`src/rtl/fci_pkg.sv`:
```
package fci_pkg;

    localparam int BYTE_W = 8;

    localparam logic [BYTE_W-1:0] CMD_READ_ARRAY  = 8'hFF;
    localparam logic [BYTE_W-1:0] CMD_READ_STATUS = 8'h70;
    localparam logic [BYTE_W-1:0] CMD_CLEAR_SR    = 8'h50;
    localparam logic [BYTE_W-1:0] CMD_PROG_A      = 8'h40;
    localparam logic [BYTE_W-1:0] CMD_PROG_B      = 8'h10;
    localparam logic [BYTE_W-1:0] CMD_ERASE       = 8'h20;
    localparam logic [BYTE_W-1:0] CMD_CONFIRM     = 8'hD0;

    typedef enum logic [1:0] {
        MD_ARRAY  = 2'd0,
        MD_STATUS = 2'd1,
        MD_PSETUP = 2'd2,
        MD_ESETUP = 2'd3
    } mode_e;

    typedef enum logic [1:0] {
        OP_NONE  = 2'd0,
        OP_PROG  = 2'd1,
        OP_ERASE = 2'd2
    } op_e;

    typedef struct packed {
        logic ers;
        logic prg;
        logic vpp;
    } err_t;

    typedef struct packed {
        logic              valid;
        logic [BYTE_W-1:0] data;
    } bus_cyc_t;

    function automatic logic [BYTE_W-1:0] pack_status(logic ready, err_t e);
        return {ready, 1'b0, e.ers, e.prg, e.vpp, 3'b000};
    endfunction

    function automatic logic is_prog_setup(logic [BYTE_W-1:0] c);
        return (c == CMD_PROG_A) || (c == CMD_PROG_B);
    endfunction

endpackage

```
`src/rtl/fci_bus_capture.sv`:
```
module fci_bus_capture
    import fci_pkg::*;
(
    input  logic              clk,
    input  logic              rst,
    input  logic              block,
    input  logic              ce_n,
    input  logic              we_n,
    input  logic [BYTE_W-1:0] din,
    output bus_cyc_t          cyc
);
    logic act;
    logic act_q;

    assign act = !ce_n && !we_n;

    // Held high while blocked so strobes already low at release are not taken.
    always_ff @(posedge clk) begin
        if (rst || block) begin
            act_q <= 1'b1;
        end else begin
            act_q <= act;
        end
    end

    always_comb begin
        cyc.valid = act && !act_q && !block;
        cyc.data  = din;
    end


    single_accept_chk: assert property (@(posedge clk) disable iff (rst)
        cyc.valid |=> !cyc.valid);

endmodule

```
`src/rtl/fci_wsm.sv`:
```
module fci_wsm
    import fci_pkg::*;
#(
    parameter int WR_CYC = 8,
    parameter int ER_CYC = 64
) (
    input  logic clk,
    input  logic rst,
    input  logic halt,
    input  logic vpp_ok,
    input  logic start,
    input  op_e  start_op,
    output logic busy,
    output op_e  run_op,
    output logic done,
    output logic abort,
    output logic halted
);
    localparam int MAX_CYC = (WR_CYC > ER_CYC) ? WR_CYC : ER_CYC;
    localparam int CNT_W   = $clog2(MAX_CYC + 1);
    localparam logic [CNT_W-1:0] WR_LOAD = CNT_W'(WR_CYC - 1);
    localparam logic [CNT_W-1:0] ER_LOAD = CNT_W'(ER_CYC - 1);

    logic [CNT_W-1:0] cnt;

    always_ff @(posedge clk) begin
        if (rst || halt) begin
            busy   <= 1'b0;
            run_op <= OP_NONE;
            cnt    <= '0;
        end else if (busy) begin
            if (!vpp_ok || cnt == '0) begin
                busy   <= 1'b0;
                run_op <= OP_NONE;
            end else begin
                cnt <= cnt - 1'b1;
            end
        end else if (start) begin
            busy   <= 1'b1;
            run_op <= start_op;
            cnt    <= (start_op == OP_PROG) ? WR_LOAD : ER_LOAD;
        end
    end

    assign done   = busy && !halt && vpp_ok && (cnt == '0);
    assign abort  = busy && !halt && !vpp_ok;
    assign halted = busy && halt;


    start_busy_chk: assert property (@(posedge clk) disable iff (rst)
        (start && !busy && !halt) |=> busy);


    vpp_abort_chk: assert property (@(posedge clk) disable iff (rst)
        (busy && !vpp_ok && !halt) |=> !busy);


    busy_end_chk: assert property (@(posedge clk) disable iff (rst)
        $fell(busy) |-> $past(done || abort || halt));

endmodule

```
`src/rtl/fci_ctrl.sv`:
```
module fci_ctrl
    import fci_pkg::*;
(
    input  logic              clk,
    input  logic              rst,
    input  logic              pd,
    input  logic              vdd_low,
    input  bus_cyc_t          cyc,
    input  logic              vpp_ok,
    input  logic              busy,
    input  logic              abort,
    input  logic              halted,
    input  op_e               run_op,
    output mode_e             mode,
    output err_t              errs,
    output logic              start,
    output op_e               start_op,
    output logic [BYTE_W-1:0] wr_data
);
    mode_e             mode_n;
    err_t              errs_n;
    logic [BYTE_W-1:0] wr_data_n;
    logic              take;
    logic              idle_mode;
    logic              clr_hit;
    logic              any_err;

    assign take      = cyc.valid && !busy && !vdd_low;
    assign idle_mode = (mode == MD_ARRAY) || (mode == MD_STATUS);
    assign clr_hit   = take && idle_mode && (cyc.data == CMD_CLEAR_SR);
    assign any_err   = errs.ers || errs.prg || errs.vpp;

    always_comb begin
        mode_n    = mode;
        errs_n    = errs;
        wr_data_n = wr_data;
        start     = 1'b0;
        start_op  = OP_NONE;

        if (abort) begin
            errs_n.vpp = 1'b1;
            if (run_op == OP_PROG) errs_n.prg = 1'b1;
            else                   errs_n.ers = 1'b1;
        end
        if (halted) begin
            if (run_op == OP_PROG) errs_n.prg = 1'b1;
            else                   errs_n.ers = 1'b1;
        end

        if (vdd_low) begin
            mode_n = MD_ARRAY;
        end else if (take) begin
            unique case (mode)
                MD_ARRAY, MD_STATUS: begin
                    if (cyc.data == CMD_READ_ARRAY) begin
                        mode_n = MD_ARRAY;
                    end else if (cyc.data == CMD_READ_STATUS) begin
                        mode_n = MD_STATUS;
                    end else if (cyc.data == CMD_CLEAR_SR) begin
                        errs_n = '0;
                    end else if (is_prog_setup(cyc.data)) begin
                        mode_n = MD_PSETUP;
                    end else if (cyc.data == CMD_ERASE) begin
                        mode_n = MD_ESETUP;
                    end
                end
                MD_PSETUP: begin
                    mode_n    = MD_STATUS;
                    wr_data_n = cyc.data;
                    if (any_err) begin
                        errs_n.prg = 1'b1;
                    end else if (!vpp_ok) begin
                        errs_n.vpp = 1'b1;
                        errs_n.prg = 1'b1;
                    end else begin
                        start    = 1'b1;
                        start_op = OP_PROG;
                    end
                end
                MD_ESETUP: begin
                    mode_n = MD_STATUS;
                    if (cyc.data != CMD_CONFIRM) begin
                        errs_n.ers = 1'b1;
                        errs_n.prg = 1'b1;
                    end else if (any_err) begin
                        errs_n.ers = 1'b1;
                    end else if (!vpp_ok) begin
                        errs_n.vpp = 1'b1;
                        errs_n.ers = 1'b1;
                    end else begin
                        start    = 1'b1;
                        start_op = OP_ERASE;
                    end
                end
                default: mode_n = MD_ARRAY;
            endcase
        end
    end

    always_ff @(posedge clk) begin
        if (rst || pd) begin
            mode    <= MD_ARRAY;
            errs    <= '0;
            wr_data <= '0;
        end else begin
            mode    <= mode_n;
            errs    <= errs_n;
            wr_data <= wr_data_n;
        end
    end


    pd_clear_chk: assert property (@(posedge clk) disable iff (rst)
        pd |=> (mode == MD_ARRAY && !errs.ers && !errs.prg && !errs.vpp));


    err_sticky_chk: assert property (@(posedge clk) disable iff (rst)
        (any_err && !pd && !clr_hit) |=> (errs.ers || errs.prg || errs.vpp));


    busy_ignore_chk: assert property (@(posedge clk) disable iff (rst)
        (busy && !pd && !vdd_low) |=> (mode == $past(mode)));


    lockout_mode_chk: assert property (@(posedge clk) disable iff (rst)
        (vdd_low && !pd) |=> (mode == MD_ARRAY));

endmodule

```
`src/rtl/flash_cmd_iface.sv`:
```
module flash_cmd_iface
    import fci_pkg::*;
#(
    parameter int WR_CYC = 8,
    parameter int ER_CYC = 64
) (
    input  logic              clk,
    input  logic              rst,
    input  logic              pwr_dn_n,
    input  logic              vdd_low,
    input  logic              ce_n,
    input  logic              we_n,
    input  logic [BYTE_W-1:0] din,
    input  logic              vpp_ok,
    input  logic [BYTE_W-1:0] array_q,
    output logic [BYTE_W-1:0] dout,
    output logic              commit_wr,
    output logic              commit_er,
    output logic [BYTE_W-1:0] wr_data
);
    logic     pd;
    bus_cyc_t cyc;
    mode_e    mode;
    err_t     errs;
    logic     start;
    op_e      start_op;
    logic     busy;
    op_e      run_op;
    logic     done;
    logic     abort;
    logic     halted;

    assign pd = !pwr_dn_n;

    fci_bus_capture u_cap (
        .clk   (clk),
        .rst   (rst),
        .block (pd || vdd_low),
        .ce_n  (ce_n),
        .we_n  (we_n),
        .din   (din),
        .cyc   (cyc)
    );

    fci_ctrl u_ctrl (
        .clk      (clk),
        .rst      (rst),
        .pd       (pd),
        .vdd_low  (vdd_low),
        .cyc      (cyc),
        .vpp_ok   (vpp_ok),
        .busy     (busy),
        .abort    (abort),
        .halted   (halted),
        .run_op   (run_op),
        .mode     (mode),
        .errs     (errs),
        .start    (start),
        .start_op (start_op),
        .wr_data  (wr_data)
    );

    fci_wsm #(
        .WR_CYC (WR_CYC),
        .ER_CYC (ER_CYC)
    ) u_wsm (
        .clk      (clk),
        .rst      (rst),
        .halt     (pd || vdd_low),
        .vpp_ok   (vpp_ok),
        .start    (start),
        .start_op (start_op),
        .busy     (busy),
        .run_op   (run_op),
        .done     (done),
        .abort    (abort),
        .halted   (halted)
    );

    assign commit_wr = done && (run_op == OP_PROG);
    assign commit_er = done && (run_op == OP_ERASE);

    always_comb begin
        if (pd) begin
            dout = '0;
        end else if (mode == MD_ARRAY) begin
            dout = array_q;
        end else begin
            dout = pack_status(!busy, errs);
        end
    end


    commit_excl_chk: assert property (@(posedge clk) disable iff (rst)
        !(commit_wr && commit_er));


    no_commit_after_abort_chk: assert property (@(posedge clk) disable iff (rst)
        abort |=> !(commit_wr || commit_er));

endmodule

```
`config.mk`:
```
export PLATFORM = sky130hd
export DESIGN_NAME = flash_cmd_iface
export DESIGN_NICKNAME = d
export VERILOG_FILES = /design/src/rtl/fci_pkg.sv /design/src/rtl/fci_bus_capture.sv /design/src/rtl/fci_wsm.sv /design/src/rtl/fci_ctrl.sv /design/src/rtl/flash_cmd_iface.sv
export SDC_FILE = /design/constraint.sdc
export NUM_CORES = 1
export LEC_CHECK = 0
export ABC_CLOCK_PERIOD_IN_PS = 5000
export CAP_MARGIN = 20
export CORE_ASPECT_RATIO = 0.6
export CORE_MARGIN = 10
export CORE_UTILIZATION = 51
export CTS_CLUSTER_DIAMETER = 60
export DETAILED_ROUTE_END_ITERATION = 8
export PLACE_DENSITY_LB_ADDON = 0.15
export SKIP_CTS_REPAIR_TIMING = 1
export SLEW_MARGIN = 20
export SYNTH_ARGS = -nofsm -noshare
export SYNTH_HDL_FRONTEND = slang
export SYNTH_HIERARCHICAL = 1
export SYNTH_SLANG_ARGS = --single-unit
```
`constraint.sdc`:
```
create_clock -name clk -period 5 [get_ports clk]
set_clock_uncertainty 0.1 [all_clocks]
set_input_delay 0.5 -clock clk [delete_from_list [all_inputs] [get_ports clk]]
set_output_delay 0.5 -clock clk [all_outputs]
set_load 0.05 [all_outputs]
```
# After elaboration in Yosys (flattened, before gate mapping)
# Cells that the tools add are included.
# Widths: inputs -> output; s select.
[totals] regBits=24 input_bits=23 output_inout_bits=18 wordCells=120
[op_classes] addsub=1 n_eq_ne=17 muxes=55 bitwise_logic=1 reduce_logical=37
[ops] operator="$mux 2" count=16
[ops] operator="$eq 8x7->1 const B" count=3
[ops] operator="$mux 1" count=22
[ops] operator="$mux 7" count=3
[ops] operator="$mux 3" count=6
[ops] operator="$mux 8" count=2
[ops] operator="$logic_and 1x1->1" count=12
[ops] operator="$eq 8x5->1 const B" count=1
[ops] operator="$eq 8x6->1 const B" count=1
[ops] operator="$eq 8x8->1 const B" count=1
[ops] operator="$logic_not 1->1" count=8
[ops] operator="$ne 8x8->1 const B" count=1
[ops] operator="$pmux 2 s2" count=2
[ops] operator="$logic_not 7->1" count=1
[ops] operator="$logic_or 1x1->1" count=7
[ops] operator="$sub 7x1->7 const B" count=1
[ops] operator="$eq 2x1->1 const B" count=3
[ops] operator="$eq 2x2->1 const B" count=3
[ops] operator="$mux 6" count=1
[ops] operator="$pmux 2 s3" count=1
[ops] operator="$reduce_and 3->1" count=2
[ops] operator="$reduce_or 2->1" count=3
[ops] operator="$ne 5x1->1 const B" count=1
[ops] operator="$ne 2x2->1 const B" count=2
[ops] operator="other kinds (6)" count=8

# Longest topological paths before layout
# Gate-level depths: netlist of the first run.
[depth] depth_word=14 mapped_depth=10 mapped_depth_nobuf=8

# By module
# Netlist of the first run, hierarchy kept.
[by_module_without_submodules] mod="fci_ctrl" n_inst=1 cells_each=89 area_per_inst_um2=695.7 seq_area_each_um2=260.2
[by_module_without_submodules] mod="fci_wsm" n_inst=1 cells_each=71 area_per_inst_um2=544.3 seq_area_each_um2=200.2
[by_module_without_submodules] mod="flash_cmd_iface" n_inst=1 cells_each=23 area_per_inst_um2=135.1 seq_area_each_um2=0.0
[by_module_without_submodules] mod="fci_bus_capture" n_inst=1 cells_each=12 area_per_inst_um2=101.3 seq_area_each_um2=20.0

# Least setup slack after synthesis of the first run
# Ideal clock, no wire load.
[synth_timing] path_kind="input-to-reg" startpoint="in din[0]" endpoint="reg u_wsm.cnt[3]" setup_time_ps=95 t_arrival_ps=2282 required_time_ps=4805 setup_slack_ps=2523 cell_stages=9 path_buffers=1 path_cell_list="buf_4 -> or4_4 -> nor3_2 -> and2_1 -> nor3b_2 -> nor2b_1 -> and2_1 -> or2_1 -> a221oi_1"
[synth_between] elab_chain_cells=9 elab_cells_between_ends=15 classes_between="2 x eq/ne; 11 x mux; 2 x reduce/logical"
[synth_rtl] item="start, declared" line_no="flash_cmd_iface.sv:13" text="input logic [BYTE_W-1:0] din,"
[synth_rtl] item="$ne 8x8->1" line_no="fci_ctrl.sv:82" text="if (cyc.data != CMD_CONFIRM) begin"
[synth_rtl] item="$mux 2" line_no="fci_ctrl.sv:82"
[synth_rtl] item="$pmux 2 s2" line_no="fci_ctrl.sv:53" text="unique case (mode)"
[synth_rtl] item="$mux 2" line_no="fci_ctrl.sv:52" text="end else if (take) begin"
[synth_rtl] item="$mux 2" line_no="fci_ctrl.sv:50" text="if (vdd_low) begin"
[synth_rtl] item="via start_op[1]" line_no="flash_cmd_iface.sv:26" text="op_e start_op;"
[synth_rtl] item="$eq 2x1->1" line_no="fci_wsm.sv:41" text="cnt <= (start_op == OP_PROG) ? WR_LOAD : ER_LOAD;"
[synth_rtl] item="$mux 6" line_no="fci_wsm.sv:41"
[synth_rtl] item="$mux 7" line_no="fci_wsm.sv:38" text="end else if (start) begin"
[synth_rtl] item="$mux 7" line_no="fci_wsm.sv:31" text="end else if (busy) begin"
[synth_rtl] item="end signal, assigned" line_no="fci_wsm.sv:36" text="cnt <= cnt - 1'b1;"
[synth_rtl] item="end signal, assigned" line_no="fci_wsm.sv:41"
[synth_rtl] item="end, declared" line_no="fci_wsm.sv:24" text="logic [CNT_W-1:0] cnt;"
# The timed path passes the listed nets, and every way through them passes these cells. The select of a mux whose other input is x is not followed.
# A chain may end at the register's enable or synchronous reset.

==> impl_metrics.json, run 1 <==
{
  "seqPwrFrac": 0.453,
  "grt_util_all_layers": 0.157,
  "vias": 1559,
  "die_y_microns": 61.7,
  "synthArstFlopShare": 0,
  "final-hold-violation-count": 0,
  "drc": 0,
  "status": "complete, no violations",
  "dp_cells": 250,
  "cts.sinks": 24,
  "yosysTopAreaCell": "dfxtp_1",
  "cp.required_ps": 5060,
  "cp-start-kind": "input pin",
  "hold_class": "reg2reg",
  "cellLeakagePower_nw": 0.633,
  "synth-edff-count": 0,
  "ir_worst_vdd_uv": 167,
  "cts_buffers": 3,
  "diodes": 0,
  "dp_slack_ps": 1120,
  "setup_viol": 0,
  "ys_warn_count": 6,
  "fin_hold_ws_ps": 387,
  "netlist.area_leader.share": 0.325,
  "routed_wl_microns": 4380,
  "maxCapViolations": 0,
  "drtIter0Drc": 177,
  "postLayoutSetupSlackWorst_ps": 1290,
  "drive_gt1_frac": 0.0766,
  "fmax_mhz": 269,
  "cts_tree": "done",
  "synth-seq-cells": 24,
  "swShare": 0.230,
  "design.die.area_sq_um": 5520,
  "path_clk_slew_ps": 90,
  "utilization": 0.718,
  "grt_setup_unrepaired": "no",
  "worstMarginPinSlew_ps": 659,
  "power_frac_comb": 0.139,
  "core-area_sq_um": 2630,
  "period_minus_slack_ps": 3710,
  "row_count": 14,
  "ant_nets": 0,
  "grt_max_degree": 23,
  "n_fill_cell": 214,
  "h-tree-depth": 1,
  "clk_latency_ps": 270,
  "synth_cell_types": 45,
  "arrival_ps": 3770,
  "syn-cell-area_sq_um": 1480,
  "drv_slew": 0,
  "first_pass_iters": 4,
  "dp_hpwl_microns": 3290,
  "p_clk_frac": 0.409,
  "critical_path_class": "in2reg",
  "final_cells": 254,
  "worstPathMaxFanout": 13,
  "endpoint_kind": "register",
  "nNetsFinal": 247,
  "synthCells": 195,
  "place.gp.congestion": 0.890,
  "switchingPower_uw": 97.3,
  "powerDensity_nw_per_um2": 224,
  "port-buffer-count": 40,
  "tns_ps": 0,
  "layout_common_cells": "clkdlybuf4s50_1 (40), nand2_1 (25), dfxtp_1 (24), o21ai_0 (19), nor2_1 (18)",
  "wl_per_cell_microns": 17.2,
  "relSlewSlack": 0.560,
  "mostFrequentLayoutCell": "clkdlybuf4s50_1",
  "grt_overflow": 0,
  "synth_ff_type": "dfxtp_1",
  "cell_internal_pwr_uw": 325,
  "grt_pass1_vias": 1421,
  "fin_crit_sh": 0.742,
  "cts_root_buffer": "clkbuf_8",
  "ys_seq_area_frac": 0.325,
  "multi_input_area_sq_um": 875,
  "synth.area.top_cells": "dfxtp_1 (33%), o21ai_0 (6.4%), nand2_1 (6.4%)",
  "syn_nets": 219,
  "die_x_microns": 89.5,
  "io_pins": 41,
  "synth_area_per_cell_sq_um": 7.57,
  "regArea_sq_um": 480,
  "ff2ff_setup_slack_ps": 2190,
  "vias_per_cell": 6.14,
  "grt_antenna_before_repair": 0,
  "syn_to_final_growth_pct": 27.7,
  "clk_path_buf_depth": 2,
  "grt_pass1_wl_microns": 6900,
  "start_util": 0.562
}
logic make-up (layout without fill, tap and decap cells):
logic type,Yosys count,count (layout),synth area share
and+or+nand+nor,90,90,0.336
AOI/OAI and AO/OA,55,55,0.231
DFF,24,24,0.325
buffers and inverters,22,49,0.0822
xor gates and xnor gates,3,3,0.0178
adders and majority gates,1,1,0.00847
power by group through the flow:
stage,registers [mW],clock network [mW],logic (mW)
2_1_floorplan,0.196,0,0.0340
3_3_place_gp,0.196,0,0.0563
3_5_place_dp,0.196,0,0.0577
4_1_cts,0.191,0.175,0.0579
5_1_grt,0.191,0.182,0.0618
6_report,0.191,0.173,0.0586
path summary, 6_finish.rpt:
kind,from,endpoint,cells after the start
worst min-delay path,u_ctrl/wr_data[4],u_ctrl/wr_data[4],2
worst min register to register,u_ctrl/wr_data[4],u_ctrl/wr_data[4],2
worst max register to register,u_ctrl/mode[1],u_wsm/cnt[5],6
worst max-delay path,pwr_dn_n,u_wsm/cnt[5],9
synth_stat cells (2+ instances only):
| cell type | number |
|---|---|
| a211oi_1 | 2 |
| a21oi_1 | 14 |
| a221oi_1 | 2 |
| a31oi_1 | 2 |
| and2_1 | 3 |
| and3_1 | 4 |
| buf_2 | 4 |
| buf_4 | 9 |
| clkbuf_1 | 4 |
| dfxtp_1 | 24 |
| inv_1 | 5 |
| nand2_1 | 25 |
| nand2b_1 | 3 |
| nand3_1 | 4 |
| nor2_1 | 18 |
| nor2b_1 | 4 |
| nor3_1 | 11 |
| nor3_2 | 2 |
| nor3b_1 | 2 |
| nor4_1 | 2 |
| o211ai_1 | 3 |
| o21ai_0 | 19 |
| o22ai_1 | 4 |
| or2_2 | 3 |
| xnor2_1 | 2 |
critical path, cell delays in order:
cell and delay (ps):
clkdlybuf4s50_1 680, nand2b_1 230, nor4_2 300, nand4bb_1 500
nor3_1 460, nor2b_1 580, and2_1 270, o22ai_1 100
o311a_1 140
final cells by class:
class | instances | share of cell area
clock buffers | 3 | 0.0219
well taps | 32 | 0.0212
flip-flops and latches | 24 | 0.255
clock inverters | 1 | 0.0159
inverters | 5 | 0.00995
repair buffers | 40 | 0.212
multi-input cells | 149 | 0.464
flip-flops by register name (all words and copies together) (netlist names):
register,count
u_ctrl/wr_data,8
u_wsm/cnt,7
u_ctrl/errs,3
u_ctrl/mode,2
u_wsm/run_op,2
u_cap/act_q,1
u_wsm/busy,1
per-stage QoR:
step	area, sq um	power (mW)
2_1_floorplan	1480	0.230
3_3_place_gp	1810	0.252
3_5_place_dp	1810	0.254
4_1_cts	1890	0.424
5_1_grt	1890	0.435
6_report	1890	0.423
routing by layer:
| layer | global-route usage | share of wire |
|---|---|---|
| met1 | 0.212 | 0.47 |
| met3 | 0.0725 | 0.13 |
| met5 | 0 | 0 |
| met4 | 0.0270 | 0.0080 |
| met2 | 0.227 | 0.40 |
Note: power is estimated with default switching activity, not from simulation.
==> run 2: changes to the inputs <==
--- a/config.mk
+++ b/config.mk
@@ -5,11 +5,11 @@
 export SDC_FILE = /design/constraint.sdc
 export NUM_CORES = 1
 export LEC_CHECK = 0
-export ABC_CLOCK_PERIOD_IN_PS = 5000
+export ABC_CLOCK_PERIOD_IN_PS = 3500
 export CAP_MARGIN = 20
 export CORE_ASPECT_RATIO = 0.6
 export CORE_MARGIN = 10
-export CORE_UTILIZATION = 51
+export CORE_UTILIZATION = 48
 export CTS_CLUSTER_DIAMETER = 60
 export DETAILED_ROUTE_END_ITERATION = 8
 export PLACE_DENSITY_LB_ADDON = 0.15
==> constraint.sdc (replaced) <==
create_clock -name clk -period 3.5 [get_ports clk]
set_clock_uncertainty 0.1 [all_clocks]
set_input_delay 0.35 -clock clk [delete_from_list [all_inputs] [get_ports clk]]
set_output_delay 0.35 -clock clk [all_outputs]
set_load 0.05 [all_outputs]
==> impl_metrics.json, run 2 (synthesis gave the netlist of run 1 again) <==
{
  "cp.required_ps": 3050,
  "wl_per_cell_microns": 15.6,
  "grt_pass1_vias": 1374,
  "arrival_ps": 2520,
  "largest_register_ffs": 8,
  "maxCapViolations": 0,
  "powerDensity_nw_per_um2": 315,
  "cp-start-kind": "register",
  "port-buffer-count": 40,
  "grt_setup_unrepaired": "no",
  "drive_gt1_frac": 0.0889,
  "relSlewSlack": 0.561,
  "drc": 0,
  "r2r_start": "u_ctrl/errs[1]",
  "critical_path_class": "reg2out",
  "utilization": 0.660,
  "ir_worst_vdd_uv": 194,
  "vias_per_cell": 5.64,
  "min_path_cells": 2,
  "worstPathMaxFanout": 4,
  "setup_viol": 0,
  "cts_root_buffer": "clkbuf_8",
  "hold_class": "reg2reg",
  "grt_pass1_wl_microns": 7070,
  "final-hold-violation-count": 0,
  "grt_max_degree": 23,
  "cts_tree": "done",
  "slowest_stage": "clkdlybuf4s50_1",
  "layout_common_cells": "clkdlybuf4s50_1 (40), nand2_1 (25), dfxtp_1 (24), o21ai_0 (19), nor2_1 (18)",
  "design.die.area_sq_um": 5770,
  "endpoint_kind": "output pin",
  "slowest_delay_ps": 800,
  "cellLeakagePower_nw": 0.647,
  "routed_wl_microns": 4180,
  "r2r_cells": 7,
  "place.gp.congestion": 0.866,
  "holdPathEnd": "u_ctrl/wr_data[3]",
  "worstMarginPinSlew_ps": 658,
  "mostFrequentLayoutCell": "clkdlybuf4s50_1",
  "cts_buffers": 3,
  "io_pins": 41,
  "fin_crit_sh": 0.847,
  "worstHoldStart": "u_ctrl/wr_data[3]",
  "drv_slew": 0,
  "vias": 1507,
  "grt_antenna_before_repair": 0,
  "clk_latency_ps": 270,
  "core-area_sq_um": 2910,
  "dp_hpwl_microns": 3260,
  "status": "complete, no violations",
  "tns_ps": 0,
  "grt_overflow": 0,
  "ff2ff_setup_slack_ps": 1140,
  "h-tree-depth": 1,
  "reg.largest.list": "u_ctrl/wr_data: 8 flops, u_wsm/cnt: 7 flops, u_ctrl/errs: 3 flops",
  "fmax_mhz": 337,
  "path_clk_slew_ps": 90,
  "nNetsFinal": 250,
  "grt_util_all_layers": 0.144,
  "diodes": 0,
  "regMostFlops": "u_ctrl/wr_data",
  "die_y_microns": 63.0,
  "cts.sinks": 24,
  "syn_to_final_growth_pct": 30.1,
  "start_util": 0.508,
  "period_minus_slack_ps": 2970,
  "clk_path_buf_depth": 2,
  "ant_nets": 0,
  "row_count": 15,
  "crit_chain": "inv_1 -> ha_1 -> nor4b_4 -> nand2_1 -> nor3_1 -> and3b_1 -> clkdlybuf4s50_1",
  "fin_hold_ws_ps": 383,
  "first_pass_iters": 4,
  "worstReg2RegEnd": "u_wsm/cnt[4]",
  "drtIter0Drc": 141,
  "die_x_microns": 91.6
}
[run 2: cell types whose count changed in the layout (fill, tap and decap cells not counted), sizes merged]
| cell | change |
|---|---|
| buf | +3 |
[run 2: worst max-delay path: cells and delay by family, from the launching register on]
| kind | cells | cell delay (ps) |
|---|---|---|
| adders and majority gates | 1 | 190 |
| and+or+nand+nor | 4 | 830 |
| buffers and inverters | 2 | 870 |
| DFF | 1 | 350 |
[run 2: area by class of cell]
type / count / area, sq um
multi-input combinational: 149 / 875
timing repair buffer: 43 / 423
fill: 257 / 988
sequential: 24 / 480
clock buffer: 3 / 41.3
tap: 42 / 52.6
clock inverter: 1 / 30.0
inverter: 5 / 18.8
[run 2: metrics by stage]
step                      std cells  instance area, sq um  power (mW)  worst slack (ps)
after floorplan                 195                  1480       0.328              1170
after global placement          263                  1850       0.362               657
after detailed placement        263                  1850       0.363               536
after CTS                       267                  1920       0.607               530
after global routing            267                  1920       0.628               369
final                           267                  1920       0.604               534
[run 2: metal layers]
metal	track usage	routed length [microns]
met5	0	0
met4	0.0156	8
met3	0.0540	398
met2	0.193	1680
met1	0.212	2090
[run 2: report_power, final]
group,leakage (nW),total (mW),internal (mW),switching [mW]
logic,0.418,0.0840,0.0393,0.0448
clock network,0.0357,0.247,0.153,0.0941
registers,0.193,0.273,0.273,0.000169
[run 2: how the worst max path moves through the flow]
stage                        end         start  slack, ps
floorplan           u_wsm/cnt[3]        din[0]       1170
detailed placement  u_wsm/cnt[4]       vdd_low        540
global route           commit_wr  u_wsm/cnt[0]        370
global placement    u_wsm/cnt[5]        din[0]        660
finish                 commit_er  u_wsm/cnt[0]        530
CTS                    commit_er  u_wsm/cnt[0]        530
